File: src/rtl/pgseq_pkg.sv
package pgseq_pkg;

  typedef enum logic [2:0] {
    SC_BRANCH = 3'd0,
    SC_ADDR   = 3'd1,
    SC_LOAD   = 3'd2,
    SC_WAIT   = 3'd3,
    SC_STEP   = 3'd4,
    SC_DECODE = 3'd5
  } subcyc_e;

  typedef struct packed {
    logic take_br;
    logic take_call;
    logic do_ret;
    logic do_addr;
    logic do_ldp;
    logic do_flip;
    logic do_step;
  } seq_ctl_t;

endpackage

File: src/rtl/pgseq_ctl.sv
module pgseq_ctl
  import pgseq_pkg::*;
(
  input  logic       halt_i,
  input  logic [2:0] subcyc_i,
  input  logic       br_i,
  input  logic       call_i,
  input  logic       ret_i,
  input  logic       ldp_i,
  input  logic       chap_flip_i,
  input  logic       status_i,
  output seq_ctl_t   ctl_o
);

  always_comb begin
    ctl_o = '0;
    if (!halt_i) begin
      case (subcyc_i)
        SC_BRANCH: begin
          if (ret_i)                   ctl_o.do_ret    = 1'b1;
          else if (call_i && status_i) ctl_o.take_call = 1'b1;
          else if (br_i && status_i)   ctl_o.take_br   = 1'b1;
        end
        SC_ADDR: ctl_o.do_addr = 1'b1;
        SC_LOAD: begin
          ctl_o.do_ldp  = ldp_i;
          ctl_o.do_flip = chap_flip_i;
        end
        SC_STEP: ctl_o.do_step = 1'b1;
        default: ctl_o = '0;
      endcase
    end
  end

endmodule

File: src/rtl/pgseq_pc.sv
module pgseq_pc
  import pgseq_pkg::*;
#(
  parameter int PC_W = 6
) (
  input  logic            clk,
  input  logic            rst_n,
  input  seq_ctl_t        ctl_i,
  input  logic            latch_i,
  input  logic [PC_W-1:0] target_i,
  output logic [PC_W-1:0] pc_o
);

  localparam logic [PC_W-1:0] HALF_ONES = {1'b0, {(PC_W-1){1'b1}}};
  localparam logic [PC_W-1:0] ALL_ONES  = {PC_W{1'b1}};

  logic [PC_W-1:0] pc_q, pc_d, ret_q, ret_d;
  logic            en;

  function automatic logic [PC_W-1:0] lfsr_next(input logic [PC_W-1:0] v);
    logic fb;
    fb = (v[PC_W-1] == v[PC_W-2]);
    if (v == HALF_ONES)     fb = 1'b1;
    else if (v == ALL_ONES) fb = 1'b0;
    return {v[PC_W-2:0], fb};
  endfunction

  always_comb begin
    pc_d  = pc_q;
    ret_d = ret_q;
    if (ctl_i.do_ret) begin
      if (latch_i) pc_d = ret_q;
    end else if (ctl_i.take_call) begin
      if (!latch_i) ret_d = pc_q;
      pc_d = target_i;
    end else if (ctl_i.take_br) begin
      pc_d = target_i;
    end else if (ctl_i.do_step) begin
      pc_d = lfsr_next(pc_q);
    end
  end

  assign en = ctl_i.do_ret | ctl_i.take_call | ctl_i.take_br | ctl_i.do_step;

  always_ff @(posedge clk or negedge rst_n) begin
    if (!rst_n) begin
      pc_q  <= '0;
      ret_q <= '0;
    end else if (en) begin
      pc_q  <= pc_d;
      ret_q <= ret_d;
    end
  end

  assign pc_o = pc_q;

endmodule

File: src/rtl/pgseq_bank.sv
module pgseq_bank
  import pgseq_pkg::*;
#(
  parameter int PAGE_W = 4,
  parameter int CHAP_W = 1
) (
  input  logic              clk,
  input  logic              rst_n,
  input  seq_ctl_t          ctl_i,
  input  logic              latch_i,
  input  logic [PAGE_W-1:0] konst_i,
  output logic [PAGE_W-1:0] page_o,
  output logic [CHAP_W-1:0] chap_o
);

  logic [PAGE_W-1:0] page_q, page_d, pbuf_q, pbuf_d, konst_rev;
  logic [CHAP_W-1:0] chap_q, chap_d, cbuf_q, cbuf_d, csave_q, csave_d;
  logic              en;

  for (genvar i = 0; i < PAGE_W; i++) begin : g_rev
    assign konst_rev[i] = konst_i[PAGE_W-1-i];
  end

  always_comb begin
    page_d  = page_q;
    pbuf_d  = pbuf_q;
    chap_d  = chap_q;
    cbuf_d  = cbuf_q;
    csave_d = csave_q;
    if (ctl_i.do_ret) begin
      if (latch_i) chap_d = csave_q;
      page_d = pbuf_q;
    end else if (ctl_i.take_call) begin
      if (!latch_i) begin
        page_d  = pbuf_q;
        csave_d = chap_q;
      end
      chap_d = cbuf_q;
      pbuf_d = page_q;
    end else if (ctl_i.take_br) begin
      if (!latch_i) page_d = pbuf_q;
      chap_d = cbuf_q;
    end
    if (ctl_i.do_ldp)  pbuf_d = konst_rev;
    if (ctl_i.do_flip) cbuf_d = cbuf_q ^ CHAP_W'(1);
  end

  assign en = ctl_i.do_ret | ctl_i.take_call | ctl_i.take_br |
              ctl_i.do_ldp | ctl_i.do_flip;

  always_ff @(posedge clk or negedge rst_n) begin
    if (!rst_n) begin
      page_q  <= '1;
      pbuf_q  <= '1;
      chap_q  <= '0;
      cbuf_q  <= '0;
      csave_q <= '0;
    end else if (en) begin
      page_q  <= page_d;
      pbuf_q  <= pbuf_d;
      chap_q  <= chap_d;
      cbuf_q  <= cbuf_d;
      csave_q <= csave_d;
    end
  end

  assign page_o = page_q;
  assign chap_o = chap_q;

endmodule

File: src/rtl/pgseq_top.sv
module pgseq_top
  import pgseq_pkg::*;
#(
  parameter int PC_W   = 6,
  parameter int PAGE_W = 4,
  parameter int CHAP_W = 1,
  localparam int AW    = CHAP_W + PAGE_W + PC_W
) (
  input  logic            clk,
  input  logic            rst_n,
  input  logic            halt_i,
  input  logic [2:0]      subcyc_i,
  input  logic [PC_W-1:0] op_field_i,
  input  logic            br_i,
  input  logic            call_i,
  input  logic            ret_i,
  input  logic            ldp_i,
  input  logic            chap_flip_i,
  input  logic            status_i,
  output logic [AW-1:0]   rom_addr_o
);

  seq_ctl_t          ctl;
  logic [PC_W-1:0]   pc_w;
  logic [PAGE_W-1:0] page_w;
  logic [CHAP_W-1:0] chap_w;
  logic              latch_q, latch_d, latch_en;
  logic [AW-1:0]     addr_q;

  pgseq_ctl u_ctl (
    .halt_i, .subcyc_i, .br_i, .call_i, .ret_i, .ldp_i, .chap_flip_i,
    .status_i, .ctl_o(ctl)
  );

  pgseq_pc #(.PC_W(PC_W)) u_pc (
    .clk, .rst_n, .ctl_i(ctl), .latch_i(latch_q),
    .target_i(op_field_i), .pc_o(pc_w)
  );

  pgseq_bank #(.PAGE_W(PAGE_W), .CHAP_W(CHAP_W)) u_bank (
    .clk, .rst_n, .ctl_i(ctl), .latch_i(latch_q),
    .konst_i(op_field_i[PAGE_W-1:0]), .page_o(page_w), .chap_o(chap_w)
  );

  always_comb begin
    latch_d = latch_q;
    if (ctl.do_ret)         latch_d = 1'b0;
    else if (ctl.take_call) latch_d = 1'b1;
  end

  assign latch_en = ctl.do_ret | ctl.take_call;

  always_ff @(posedge clk or negedge rst_n) begin
    if (!rst_n)        latch_q <= 1'b0;
    else if (latch_en) latch_q <= latch_d;
  end

  always_ff @(posedge clk or negedge rst_n) begin
    if (!rst_n)           addr_q <= {{CHAP_W{1'b0}}, {PAGE_W{1'b1}}, {PC_W{1'b0}}};
    else if (ctl.do_addr) addr_q <= {chap_w, page_w, pc_w};
  end

  assign rom_addr_o = addr_q;

endmodule

File: config.mk
export PLATFORM = sky130hd
export DESIGN_NAME = pgseq_top
export DESIGN_NICKNAME = d
export VERILOG_FILES = /design/src/rtl/pgseq_pkg.sv /design/src/rtl/pgseq_ctl.sv /design/src/rtl/pgseq_pc.sv /design/src/rtl/pgseq_bank.sv /design/src/rtl/pgseq_top.sv
export SDC_FILE = /design/constraint.sdc
export NUM_CORES = 1
export LEC_CHECK = 0
export ABC_CLOCK_PERIOD_IN_PS = 1500
export BUFFER_PORTS_ARGS = -buffer_cell sky130_fd_sc_hd__buf_2
export CAP_MARGIN = 40
export CORE_MARGIN = 10
export CORE_UTILIZATION = 38
export DETAILED_ROUTE_END_ITERATION = 10
export SLEW_MARGIN = 20
export SYNTH_ARGS = -nofsm -noshare
export SYNTH_HDL_FRONTEND = slang
export SYNTH_HIERARCHICAL = 1
export SYNTH_SLANG_ARGS = --single-unit
File: constraint.sdc
create_clock -name clk -period 1.5 [get_ports clk]
set_input_delay 0 -clock clk [delete_from_list [all_inputs] [get_ports clk]]
set_output_delay 0 -clock clk [all_outputs]
set_load 0.01 [all_outputs]
## After elaboration in Yosys (flattened, before gate mapping)

Index checks and enable logic that the tools add are counted.

- Bits in registers: 35
- Bits of input ports: 18
- Output and inout bits: 11

- Eq/ne operators: 7
- Mux-type cells: 30
- Bitwise operators: 7
- Reduce and logical (&&, ||, !) cells: 14

Operator list:

| operator | count |
|---|---|
| $mux 6 | 5 |
| $mux 4 | 7 |
| $mux 1 | 14 |
| $reduce_and 3->1 | 3 |
| $reduce_and 2->1 | 4 |
| $mux 7 | 1 |
| $eq 6x5->1 const B | 1 |
| $eq 6x6->1 const B | 1 |
| $or 1x1->1 | 5 |
| $mux 2 | 2 |
| $reduce_bool 2->1 | 2 |
| $reduce_bool 4->1 | 1 |
| $eq 3x1->1 const B | 1 |
| $eq 3x2->1 const B | 1 |
| $eq 3x3->1 const B | 1 |
| $logic_not 3->1 | 1 |
| $mux 3 | 1 |
| $reduce_bool 3->1 | 1 |
| $logic_and 1x1->1 | 2 |
| $ne 2x2->1 const B | 1 |
| $not 1->1 | 2 |
| $eq 1x1->1 | 1 |

## Depth between registers and ports, before layout

- Depth after elaboration: 11
- Depth in mapped cells: 7
- Mapped depth without buffers: 6

## Hierarchy

Netlist, hierarchy kept.

By module, submodules not included:

| module | times used | cells each | area an instance (µm²) | seq. area each (µm²) |
|---|---|---|---|---|
| pgseq_pc | 1 | 62 | 694.4 | 300.3 |
| pgseq_bank | 1 | 37 | 518.0 | 285.3 |
| pgseq_top | 1 | 25 | 488.0 | 305.3 |
| pgseq_ctl | 1 | 12 | 88.8 | 0.0 |

## Worst setup path before layout

Ideal clock, no wire load.

- Kind: input port to flip-flop
- Start: input halt_i
- End: register u_pc.pc_q[5] (netlist: u_pc/pc_o[5])
- Arrival: 1336 ps
- Data required time: 1374 ps
- Setup slack: 38 ps
- Stages on the path: 3
- Cells stage by stage: nor4b_1 -> nor4_4 -> a221o_1

- Cells in the longest elaborated chain, start to end: 5
- Elaborated cells between the ends (all ways): 9
- Classes of those cells: mux (4); bitwise (3); reduce/logical (2)

Ends and longest elaborated chain:

| what | RTL line | text |
|---|---|---|
| start: declaration | pgseq_top.sv:11 | `input logic halt_i,` |
| $mux 7 * | pgseq_ctl.sv:17 | `if (!halt_i) begin` |
| $or 1x1->1 (3 in series) | pgseq_pc.sv:43 | `assign en = ctl_i.do_ret \| ctl_i.take_call \| ctl_i.take_br \| ctl_i.do_step;` |
| $reduce_and 2->1 (no source line) | - |  |
| end signal: assignment | pgseq_pc.sv:50 | `pc_q <= pc_d;` |
| end: declaration | pgseq_pc.sv:17 | `logic [PC_W-1:0] pc_q, pc_d, ret_q, ret_d;` |

Every way passes the cells marked *; elsewhere a longest branch is shown, timed or not.
A chain may end at the register's enable or synchronous reset.

## Worst setup path in the final report

- Start: register latch_q
- End: register u_pc.ret_q[0]

- Cells in the longest elaborated chain, start to end: 1

Ends and longest elaborated chain:

| what | RTL line | text |
|---|---|---|
| start: declaration | pgseq_top.sv:27 | `logic latch_q, latch_d, latch_en;` |
| start signal: assignment | pgseq_top.sv:55 | `else if (latch_en) latch_q <= latch_d;` |
| $mux 6 | - |  |
| end signal: assignment | pgseq_pc.sv:51 | `ret_q <= ret_d;` |
| end: declaration | pgseq_pc.sv:17 |  |

Every way passes these cells.

==> metrics.txt <==
status=finished clean; post-synth cell types=41; Hold WS=approximately 9.0 ps; drt via density=about 5.3; dpl hpwl=2.81 mm; clk_lat worst skew=slightly below 300 ps; Pre-Repair DR Iteration Count=4; Pins Over Slew Limit=0; Slew headroom=0.728; HP Class=in -> reg; Final Wtd Congestion=around 0.79; Seq/Total Area, Yosys=0.498; Final Net Count=~210; CP max stage cell=dfrtp_1; post-route setup TNS=0 ps; CP delay by family, top=flip-flops; detailed-route via count=approximately 1,300; post-route minimum period=around 1400 ps; vias in the first global route=approximately 1,400; buffers added on ports=28; Worst VDD drop=450 uV; CTS tree=yes; LEAKAGE=roughly 1.1 nW; global-route wire length before repair=approximately 6.7 mm; Critical Path Max Stage Delay=520 ps; DRT Wirelength=between 3 and 4 mm; CTS Sinks=35; GRT Total Usage=0.111; Yosys warning count=6; Power per Cell Area=between 1000 and 1500 nW/um2; initial antenna violation count=0; CTS clock-pin slew for the worst setup and hold paths=70 ps; Area Growth Syn to Fin=26.2%; Max Cap Viol=0; Die Wd=a little under 90 um; layout cells sized above 1=0.516; CP startpoint kind=flop; Slew @ Worst Pin=about 410 ps; CP Max Fanout=10; syn nets=about 160; DIE HEIGHT=around 89 um; # diodes=0; overall power=between 2 and 3 mW; Die ar.=slightly below 8000 um2; drc violations=0; fin crit share=0.926; Rows=24; total CTS buffers=5; clk root buf=clkbuf_8; Fmax=about 0.72 GHz; register bit total from synthesis=35; critical path type=reg -> reg; setup skew after layout=between 5 and 6 ps; Ports=29; largest net degree at the start of global routing=36; htree depth=2; Initial Util=0.403; Fin. Hold Viols=0; critical path, cell by cell=nor3b_4 > buf_4 > mux2_2; RSZ-0062 raised after global routing=false; critical path data arrival time=approximately 1600 ps; Final ANT Viol Nets=0; mean routed wirelength per cell=~16 um; endpoint type of the worst setup path=flop; Post-Syn Area=1790 um2; worst path required time=about 1700 ps; Avg Cell Area, Syn=about 13 um2; core area=about 4400 um2; Syn Inst Count=between 100 and 150; Clock Path Buffers=2; WP buf/inv=1; initial drt markers=91; total grt overflow=0; final setup vio count=0
## registers in the layout, indices dropped and copies added, names as in the netlist
| name | cells |
|---|---|
| u_pc/pc_o | 6 |
| rom_addr_o | 11 |
| u_pc/ret_q | 6 |
| u_bank/page_o | 4 |
| u_bank/csave_q | 1 |
| u_bank/pbuf_q | 4 |
| u_bank/chap_o | 1 |
| latch_q | 1 |
| u_bank/cbuf_q | 1 |
## kinds of logic after synthesis
logic type                 Yosys count  share of synthesized area
buffers and inverters                7                     0.0245
xor gates and xnor gates             1                    0.00490
adders and majority gates            2                     0.0140
AOI/OAI and AO/OA                   25                     0.0979
and+or+nand+nor                     33                      0.127
muxes                               33                      0.234
DFF                                 35                      0.498
## power by group
| part | total (mW) | switching (mW) | internal, mW |
|---|---|---|---|
| clock network | 0.654 | 0.328 | 0.326 |
| registers | 1.42 | 0.155 | 1.26 |
| logic | 0.818 | 0.331 | 0.487 |
| total | 2.89 | 0.814 | 2.07 |
## layer usage
metal,up-vias,track usage,part of all wire
li1,605,-,-
met1,628,0.133,0.43
met2,32,0.174,0.50
met3,7,0.0303,0.043
met4,0,0.0661,0.024
met5,-,0,0
## cells in the mapped netlist (all sizes together)
| library cell | n | share of area |
|---|---|---|
| a21oi | 1 | 0.0028 |
| inv | 2 | 0.0042 |
| nor4 | 1 | 0.012 |
| and3 | 2 | 0.0070 |
| and4 | 2 | 0.0098 |
| o21ai | 8 | 0.022 |
| a21boi | 1 | 0.0042 |
| a221o | 1 | 0.0056 |
| nand3 | 3 | 0.0084 |
| nor3b | 1 | 0.010 |
| nor2b | 3 | 0.010 |
| o211ai | 2 | 0.0084 |
| and2 | 2 | 0.0070 |
| o21ba | 2 | 0.015 |
| dfrtp | 23 | 0.32 |
| dfstp | 12 | 0.18 |
| mux2 | 25 | 0.19 |
| a22oi | 3 | 0.013 |
| a2111oi | 1 | 0.0049 |
| buf | 3 | 0.015 |
| nand2b | 1 | 0.0035 |
| xor2 | 1 | 0.0049 |
| nor2 | 5 | 0.013 |
| nor3 | 1 | 0.0028 |
| o31ai | 1 | 0.0042 |
| clkbuf | 2 | 0.0049 |
| and2b | 1 | 0.0042 |
| nand2 | 7 | 0.015 |
| mux2i | 8 | 0.045 |
| nor4b | 3 | 0.018 |
| nor4bb | 1 | 0.0056 |
| a31oi | 4 | 0.014 |
| ha | 2 | 0.014 |
| a21o | 1 | 0.0042 |
## worst reg2reg max path: stages (launching register included)
cell	delay (ps)
dfrtp_1	520
nor3b_4	250
buf_4	180
mux2_2	330
## repair_timing
item	CTS	global route
hold buffers	5	0
resized for setup	0	2
hold endpoints to repair	27	0
buffers inserted	0	2
setup endpoints to repair	0	7
## final timing paths
| check | startpoint | endpoint | slack [ps] | cells after the start |
|---|---|---|---|---|
| hold / removal | chap_flip_i | u_bank/cbuf_q | 9 | 3 |
| max in group asynchronous | rst_n | u_bank/pbuf_q[1] | 870 | 3 |
| setup / recovery | latch_q | u_pc/ret_q[0] | 110 | 3 |
| min in group asynchronous | rst_n | u_bank/csave_q | 140 | 2 |
| hold reg to reg | u_bank/cbuf_q | u_bank/cbuf_q | 470 | 1 |
| setup reg to reg | latch_q | u_pc/ret_q[0] | 110 | 3 |
## cell type report
cell class | count | area (um2)
clock buffers | 7 | 76.3
flip-flops and latches | 35 | 891
inverters | 2 | 7.51
clock inverters | 1 | 5.00
multi-input cells | 94 | 867
well taps | 52 | 65.1
fillers | 423 | 2190
repair buffers | 51 | 345
## stage by stage
step,utilization,std cells,area [um2],setup WS [ps]
after global routing,0.508,242,2260,26.3
after detailed placement,0.467,226,2080,4.42
after floorplan,-,136,1790,38.5
after CTS,0.497,239,2210,11.5
after global placement,0.467,226,2080,22.9
final,0.508,242,2260,111
## placed cells by master, fill, tap and decap left out, types with 2 or more instances in the layout
master and instances:
nor2_2 2, o211ai_1 2, mux2_4 15, o21ai_0 6, dfstp_2 12, nor2_1 3, nand2_1 7, nand3_1 3
mux2_2 10, clkbuf_8 5, buf_4 17, and3_1 2, and4_1 2, and2_1 2, mux2i_1 8, dlygate4sd3_1 5
a31oi_1 4, inv_1 2, a22oi_1 3, nor2b_1 3, o21ai_1 2, ha_1 2, nor4b_2 2, clkbuf_1 2
dfrtp_1 23, buf_2 28
No activity file was read; power rests on OpenSTA's default activity.
